===== src/rtl/vbr_pkg.sv =====
package vbr_pkg;
    localparam int LANES  = 4;
    localparam int BYTE_W = 8;
    localparam int DATA_W = LANES * BYTE_W;

    typedef enum logic [1:0] {
        ST_IDLE,
        ST_MOVE,
        ST_DRAIN,
        ST_DONE
    } vbr_state_e;
endpackage


===== src/rtl/vbr_trunc.sv =====
module vbr_trunc #(
    parameter int AW = 23
) (
    input  logic [AW-1:0] start,
    input  logic [AW:0]   len,
    output logic [AW:0]   eff
);
    localparam logic [AW:0] WIN_TOP = {1'b1, {AW{1'b0}}};

    logic [AW:0] room;

    // Bytes left between the start address and the window top.
    assign room = WIN_TOP - {1'b0, start};
    assign eff  = (len > room) ? room : len;
endmodule


===== src/rtl/vbr_lane_calc.sv =====
module vbr_lane_calc
    import vbr_pkg::*;
#(
    parameter int CNT_W = 24
) (
    input  logic [1:0]       off,
    input  logic [CNT_W-1:0] remain,
    output logic [2:0]       nbytes,
    output logic [LANES-1:0] be
);
    logic [2:0] avail;
    logic [3:0] hi;

    // Bytes up to the next word boundary, capped by what is left.
    assign avail  = 3'd4 - {1'b0, off};
    assign nbytes = (remain < CNT_W'(avail)) ? remain[2:0] : avail;
    assign hi     = {2'b00, off} + {1'b0, nbytes};

    generate
        for (genvar k = 0; k < LANES; k++) begin : g_lane
            assign be[k] = (4'(k) >= {2'b00, off}) && (4'(k) < hi);
        end
    endgenerate
endmodule


===== src/rtl/vbr_addr_map.sv =====
module vbr_addr_map #(
    parameter int AW = 23
) (
    input  logic [AW-1:0] vaddr,
    output logic [AW-3:0] paddr
);
    // Bit 2 picks the bank; the 8-byte unit index is the word within the bank.
    assign paddr = {vaddr[2], vaddr[AW-1:3]};
endmodule


===== src/rtl/vbr_bridge.sv =====
module vbr_bridge
    import vbr_pkg::*;
#(
    parameter int AW     = 23,
    parameter int CMD_AW = 32
) (
    input  logic              clk,
    input  logic              rst_n,
    input  logic              cmd_valid,
    output logic              cmd_ready,
    input  logic [CMD_AW-1:0] cmd_addr,
    input  logic [AW:0]       cmd_len,
    input  logic              cmd_rd,
    input  logic [DATA_W-1:0] s_wdata,
    output logic              s_wtake,
    output logic [DATA_W-1:0] s_rdata,
    output logic              s_rvalid,
    output logic [LANES-1:0]  s_lanes,
    output logic              mem_req,
    output logic              mem_we,
    output logic [AW-3:0]     mem_addr,
    output logic [LANES-1:0]  mem_be,
    output logic [DATA_W-1:0] mem_wdata,
    input  logic [DATA_W-1:0] mem_rdata,
    output logic              done
);
    localparam int LEN_W   = AW + 1;
    localparam int WORD_AW = AW - 2;

    vbr_state_e state, state_nx;

    logic [AW-1:0]    cur_a;
    logic [LEN_W-1:0] remain;
    logic             dir_rd;
    logic             rd_pend;
    logic [LANES-1:0] rd_lanes;

    logic [AW-1:0]    start_a;
    logic [LEN_W-1:0] eff_len;
    logic [2:0]       nbytes;
    logic [LANES-1:0] step_be;
    logic             accept;
    logic             last_step;
    logic             unused_hi;

    assign start_a   = cmd_addr[AW-1:0];
    assign unused_hi = ^cmd_addr[CMD_AW-1:AW];

    vbr_trunc #(.AW(AW)) u_trunc (
        .start (start_a),
        .len   (cmd_len),
        .eff   (eff_len)
    );

    vbr_lane_calc #(.CNT_W(LEN_W)) u_lane (
        .off    (cur_a[1:0]),
        .remain (remain),
        .nbytes (nbytes),
        .be     (step_be)
    );

    vbr_addr_map #(.AW(AW)) u_map (
        .vaddr (cur_a),
        .paddr (mem_addr)
    );

    assign accept    = cmd_valid && (state == ST_IDLE);
    assign last_step = (remain == LEN_W'(nbytes));

    // State register
    always_ff @(posedge clk) begin
        if (!rst_n) state <= ST_IDLE;
        else        state <= state_nx;
    end

    // Transitions
    always_comb begin
        state_nx = state;
        unique case (state)
            ST_IDLE: begin
                if (accept) state_nx = (eff_len == '0) ? ST_DONE : ST_MOVE;
            end
            ST_MOVE: begin
                if (last_step) state_nx = dir_rd ? ST_DRAIN : ST_DONE;
            end
            ST_DRAIN: state_nx = ST_DONE;
            ST_DONE:  state_nx = ST_IDLE;
            default:  state_nx = ST_IDLE;
        endcase
    end

    // Transfer datapath
    always_ff @(posedge clk) begin
        if (!rst_n) begin
            cur_a    <= '0;
            remain   <= '0;
            dir_rd   <= 1'b0;
            rd_pend  <= 1'b0;
            rd_lanes <= '0;
        end else begin
            rd_pend  <= (state == ST_MOVE) && dir_rd;
            rd_lanes <= step_be;
            if (accept) begin
                cur_a  <= start_a;
                remain <= eff_len;
                dir_rd <= cmd_rd;
            end else if (state == ST_MOVE) begin
                cur_a  <= cur_a + AW'(nbytes);
                remain <= remain - LEN_W'(nbytes);
            end
        end
    end

    // Outputs
    always_comb begin
        cmd_ready = (state == ST_IDLE);
        mem_req   = (state == ST_MOVE);
        mem_we    = (state == ST_MOVE) && !dir_rd;
        mem_be    = (state == ST_MOVE) ? step_be : '0;
        mem_wdata = s_wdata;
        s_wtake   = (state == ST_MOVE) && !dir_rd;
        s_rvalid  = rd_pend;
        s_rdata   = mem_rdata;
        s_lanes   = rd_pend ? rd_lanes : (s_wtake ? step_be : '0);
        done      = (state == ST_DONE);
    end


    busy_refuse_chk: assert property (@(posedge clk) disable iff (!rst_n)
        mem_req |-> !cmd_ready);


    done_pulse_chk: assert property (@(posedge clk) disable iff (!rst_n)
        done |=> (!done && cmd_ready));


    bank_alt_chk: assert property (@(posedge clk) disable iff (!rst_n)
        (mem_req && $past(mem_req)) |-> (mem_addr[WORD_AW-1] != $past(mem_addr[WORD_AW-1])));


    lanes_nonzero_chk: assert property (@(posedge clk) disable iff (!rst_n)
        mem_req |-> (mem_be != '0));


    later_lane0_chk: assert property (@(posedge clk) disable iff (!rst_n)
        (mem_req && $past(mem_req)) |-> mem_be[0]);


    read_return_chk: assert property (@(posedge clk) disable iff (!rst_n)
        s_rvalid |-> $past(mem_req && !mem_we));
endmodule


===== config.mk =====
export PLATFORM = sky130hd
export DESIGN_NAME = vbr_bridge
export DESIGN_NICKNAME = d
export VERILOG_FILES = /design/src/rtl/vbr_pkg.sv /design/src/rtl/vbr_trunc.sv /design/src/rtl/vbr_lane_calc.sv /design/src/rtl/vbr_addr_map.sv /design/src/rtl/vbr_bridge.sv
export SDC_FILE = /design/constraint.sdc
export NUM_CORES = 1
export LEC_CHECK = 0
export ABC_AREA = 0
export BUFFER_PORTS_ARGS = -buffer_cell sky130_fd_sc_hd__buf_2
export CAP_MARGIN = 20
export CORE_MARGIN = 4
export CORE_UTILIZATION = 54
export CTS_CLUSTER_SIZE = 10
export DETAILED_ROUTE_END_ITERATION = 10
export GPL_ROUTABILITY_DRIVEN = 0
export GPL_TIMING_DRIVEN = 1
export PLACE_DENSITY = 0.88
export RECOVER_POWER = 25
export SLEW_MARGIN = 40
export SYNTH_ARGS = -nofsm -noshare
export SYNTH_HDL_FRONTEND = slang
export SYNTH_HIERARCHICAL = 1
export SYNTH_SLANG_ARGS = --single-unit

===== constraint.sdc =====
create_clock -name clk -period 10.61 [get_ports clk]
set_input_delay 0.5305 -clock clk [delete_from_list [all_inputs] [get_ports clk]]
set_output_delay 0.5305 -clock clk [all_outputs]
set_load 0.1 [all_outputs]

---- Yosys cells after proc, flatten, opt, wreduce, memory -nomap -nowiden ----
Index checks and enable logic that the tools add are counted.
storage, ports and cells
  register bits after elaboration ......... 55
  bits in latches ......................... 0
  memory bits (writable) .................. 0
  ROM bits ................................ 0
  input port bits ......................... 124
  output and inout bits ................... 99
  memories kept ........................... 0
operators by class
  $add $sub $neg .......................... 5
  multiply operators ...................... 0
  divide/modulo/power cells ............... 0
  order comparisons ....................... 9
  equal/unequal tests ..................... 6
  shift operators ......................... 0
  muxes and demuxes ....................... 14
  bitwise gates (word level) .............. 0
  reductions and logical operators ........ 11
operators with widths
  cell                                                        count
  2-to-1 mux 24 bit                                           3
  2-to-1 mux 23 bit                                           2
  == test 24 x 3 -> 1 bit                                     1
  > comparator 24 bit                                         1
  zero test 24 bit                                            1
  less-than comparator 24 x 3 -> 1 bit                        1
  subtractor 24 x 23 -> 24 bit (first input constant)         1
  subtractor 24 x 3 -> 24 bit                                 1
  adder 23 x 3 -> 23 bit                                      1
  2-to-1 mux 4 bit                                            3
  less-than comparator 1 x 4 -> 1 bit (first input constant)  2
  less-than comparator 2 x 4 -> 1 bit (first input constant)  2
  one-hot mux 2 bit (4 select lines)                          1
  logical AND 1 bit                                           6
  2-to-1 mux 2 bit                                            3
  adder 2 x 3 -> 4 bit                                        1
  == test 2 bit (second input constant)                       2
  >= comparator 1 x 2 -> 1 bit (first input constant)         2
  inequality test 2 x 1 -> 1 bit (second input constant)      2
  2-to-1 mux 3 bit                                            1
  subtractor 3 x 2 -> 3 bit (first input constant)            1
  == test 2 x 1 -> 1 bit (second input constant)              1
  >= comparator 2 bit (first input constant)                  1
  zero test 2 bit                                             1
  other kinds (4)                                             4

---- Logic depth before layout (Yosys ltp) ----
  depth after elaboration ................. 8
  gate-level depth with buffers ........... 19
  depth with buffers taken out ............ 18

---- Hierarchy ----
The synthesis kept the hierarchy.
modules (own cells, without submodules)
  module         times used  cells an instance  area each (sq um)  sequential area each (sq um)
  vbr_bridge     1           476                3763.6             1101.1
  vbr_trunc      1           173                1275.0             0.0
  vbr_lane_calc  1           39                 305.3              0.0
  vbr_addr_map   1           21                 157.7              0.0

---- Least setup slack after synthesis ----
OpenSTA, ideal clock, no wires.
  path kind ............................... register to output
  start ................................... register state[0]
  end ..................................... output s_lanes[0]
  data arrival time ....................... 5.194 ns
  required time ........................... 10.080 ns
  path slack .............................. 4.886 ns
  stages on the path, launching flop included .. 6
  path buffers ............................ 0
  cells stage by stage .................... dfxtp_1 ha_1 inv_1 nor2_1 nand2_1 o21ai_0
on the way
  cells in the longest elaborated chain, start to end .. 4
ends and longest elaborated chain
  what                           line               source
  start: declaration             vbr_bridge.sv:30   vbr_state_e state, state_nx;
  start signal: assignment       vbr_bridge.sv:73   else state <= state_nx;
  == test 2 x 1 -> 1 bit         n/a
  named net mem_req              vbr_bridge.sv:19   output logic mem_req,
  logical AND 1 bit              vbr_bridge.sv:121  s_wtake = (state == ST_MOVE) && !dir_rd;
  named net mem_we               vbr_bridge.sv:20   output logic mem_we,
  2-to-1 mux 4 bit (2 in a row)  vbr_bridge.sv:124  s_lanes = rd_pend ? rd_lanes : (s_wtake ? step_be : '0);
  end: declaration               vbr_bridge.sv:18   output logic [LANES-1:0] s_lanes,
The timed path passes the listed nets, and every way through them passes these cells.

---- Worst setup path after layout ----
  start ................................... input cmd_addr[0]
  end ..................................... register state[1]
on the way
  cells in the longest elaborated chain, start to end .. 7
ends and longest elaborated chain
  what                                    line              source
  start: declaration                      vbr_bridge.sv:11  input logic [CMD_AW-1:0] cmd_addr,
  subtractor 24 x 23 -> 24 bit (*)        vbr_trunc.sv:13   assign room = WIN_TOP - {1'b0, start};
  > comparator 24 bit                     vbr_trunc.sv:14   assign eff = (len > room) ? room : len;
  2-to-1 mux 24 bit (*)                   vbr_trunc.sv:14
  named net eff_len[9]                    vbr_bridge.sv:39  logic [LEN_W-1:0] eff_len;
  zero test 24 bit (*)                    vbr_bridge.sv:81  if (accept) state_nx = (eff_len == '0) ? ST_DONE : ST_MOVE;
  2-to-1 mux 2 bit (*) (2 in a row)       vbr_bridge.sv:81
  one-hot mux 2 bit (4 select lines) (*)  vbr_bridge.sv:79  unique case (state)
The timed path passes the listed nets; every way through them passes the cells marked *. The select of a mux whose other input is x is not followed.
A chain may end at the register's enable or synchronous reset.

==> impl_metrics.yaml <==
timing:
  final-hold-violation-count: 0
  finalSetupViolCount: 0
  finalClockSkew_ns: 0.0177
  grt_setup_unrepaired: "false"
  worst_slew_pin_slew_ns: 0.881
  slew_violations: 0
  finalWorstSetupSlack_ns: 5.15
  relSlewSlack: 0.407
  finalCritPeriodShare: 0.515
  min_period_ns: 5.46
  fmax_mhz: 183
  fin_tns_setup_ns: 0
final_layout:
  diodes: 0
  syn2layout_area_growth_pct: -0.614
  fin_cells: 819
  drive_gt1_frac: 0.187
  layout_common_cells: "buf_2 (85), o21ai_0 (75), dfxtp_1 (55)"
  final_common_cell: "buf_2"
  final_nets: 853
floorplan:
  core_mm2: 0.00986
  io_pins: 223
  row_count: 36
  die_y_um: 109
  dieArea_mm2: 0.0119
  start_util: 0.558
  die_w_um: 109
synth:
  synthTopCellsByArea: "dfxtp_1 (20%), buf_4 (12%), ha_1 (9.3%)"
  synthFlopType: "dfxtp_1"
  synth_fp_nets: 877
  ys_ff_latch: 55
  ys_seq_area_frac: 0.200
  synth_area_per_cell_um2: 7.76
  synth_top_area_share: 0.200
  yosysWarnings: 6
  syn-cell-area_mm2: 0.00550
  synth-edff-count: 0
  ys_types: 66
  async_reset_ff_frac: 0
  synth_top_area_cell: "dfxtp_1"
  syn_inst: 709
worst_setup_path:
  cp.arrival_ns: 5.68
  path_class: "input pin to flop"
  cp_max_fo: 45
  crit_required_ns: 10.83
  cp-end-kind: "flop"
  reg2reg_slack_ns: 6.26
  worstSetupStartpointType: "input pin"
global_routing:
  use_met2: 0.408
  track_usage: 0.249
  grt_use_met3: 0.0515
  antenna_found_initial: 0
  grt_use_met1: 0.311
  grt_pass1_vias: 4967
  grt_pass1_wl_um: 24000
  busiest_layer: "met2"
  grt_max_degree: 88
  overflow: 0
clock_network:
  h-tree-depth: 2
  clock_sinks: 55
  cts-root-buf: "clkbuf_8"
  cts.clk_slew.worst_paths_ns: 0.12
  cts.hold.buffers_added: 0
  clk_latency_ns: 0.33
  cts_buffer_depth: 2
  post_cts_buffers: 0
  cts_inserted_buffers: 5
  cts_tree: "built"
  cts_resized: 0
flow_run:
  maxCapViolations: 0
power_and_ir_drop:
  intPower_mw: 0.557
  p_leak_nw: 2.19
  p_comb_frac: 0.648
  power.total_mw: 1.36
  clkPwrFrac: 0.096
  vdd_drop_max_v: 0.000226
  p_switching_mw: 0.807
  p_sw_frac: 0.591
  seqPwrFrac: 0.256
  power_density_mw_per_mm2: 249
route:
  route.detailed.drc: 0
  viasPerCell: 6.50
  totalWireLength_um: 15100
  drtPass1Iterations: 5
  drtIter0Drc: 604
  ant_nets: 0
  vias: 5326
  wl_per_cell_um: 18.4
place:
  hpwl_um: 11800
  place_inst: 811
  pre_cts_ws_ns: 4.94
  io_buffer_count: 85
min_path:
  hold_class: "input pin to flop"
outcome:
  status: "finished, final reports clean"
==> critical path, cell delays in order <==
cell and delay, ns:
buf_2 0.14, inv_1 0.09, ha_1 0.18, nor3b_1 0.36, nand3b_1 0.26, nor3_2 0.46, nor3b_1 0.28, xor2_1 0.13
ha_1 0.33, and4_1 0.26, nand4_1 0.28, a2111oi_1 0.64, nor4_4 0.09, buf_4 0.28, o21ai_0 0.25, o31ai_1 0.16
nor4_1 0.35, nand4_1 0.18, o21a_1 0.22, a221oi_1 0.21
==> layout make-up <==
type / instances / area, µm²
sequential: 55 / 1100
multi-input combinational: 511 / 3560
fill: 907 / 4400
inverter: 23 / 86.3
clock inverter: 3 / 28.8
tap: 133 / 166
clock buffer: 5 / 68.8
timing repair buffer: 89 / 455
==> synth_stat cells (all sizes together), types with 8 or more instances <==
cell type   n
clkbuf     29
o31ai      36
nand3      16
inv        22
nand2      42
a31oi      19
or3        16
a211oi     10
xnor2       8
o21ai      75
or4        24
dfxtp      55
nor4       17
xor2       21
and2       13
nor3       17
nor2       35
a21oi      24
buf        91
nand4      15
ha         41
==> cell families after synthesis <==
| group | count (synthesis) | share of synthesized area |
|---|---|---|
| AO/OA/AOI/OAI | 198 | 0.226 |
| XOR/XNOR | 29 | 0.0475 |
| adder cells (fa/ha/maj) | 44 | 0.104 |
| buffers and inverters | 143 | 0.158 |
| flip-flops | 55 | 0.200 |
| multiplexers | 6 | 0.0111 |
| AND/OR/NAND/NOR | 234 | 0.253 |
==> metal layers <==
| metal | routed length [µm] | share of wire | up-vias |
|---|---|---|---|
| met5 | 0 | 0 | - |
| met2 | 7130 | 0.47 | 310 |
| met1 | 5880 | 0.39 | 2459 |
| met3 | 1510 | 0.10 | 56 |
| li1 | - | - | 2501 |
| met4 | 560 | 0.037 | 0 |
==> path summary, 6_finish.rpt <==
check,from,end,cells after the start
worst max-delay path,cmd_addr[0],state[1]$_SDFFE_PN0P_,20
worst min-delay path,cmd_rd,dir_rd$_SDFFE_PN0P_,3
worst max register to register,cur_a[1]$_SDFFE_PN0P_,cur_a[14]$_SDFFE_PN0P_,14
worst min register to register,dir_rd$_SDFFE_PN0P_,dir_rd$_SDFFE_PN0P_,2
==> metrics by stage <==
stage	cell area [µm²]	utilization	hold slack, ns
detailed placement	5370	0.544	0.490
floorplan	5500	-	0.458
CTS	5470	0.554	0.453
finish	5470	0.554	0.450
global placement	5360	0.543	0.476
global route	5470	0.554	0.457
==> flip-flops by register name, indices dropped and copies added, names as in the netlist <==
name      cells
remain       24
dir_rd        1
state         2
cur_a        23
rd_lanes      4
s_rvalid      1
==> power groups by stage <==
| stage | Sequential, mW | Clock (mW) | Combinational (mW) |
|---|---|---|---|
| after floorplan | 0.331 | 0 | 0.860 |
| after global placement | 0.345 | 0 | 0.842 |
| after detailed placement | 0.352 | 0 | 0.870 |
| after CTS | 0.346 | 0.131 | 0.875 |
| after global routing | 0.359 | 0.139 | 0.956 |
| final | 0.349 | 0.131 | 0.884 |
No activity file was read; power rests on OpenSTA's default activity.
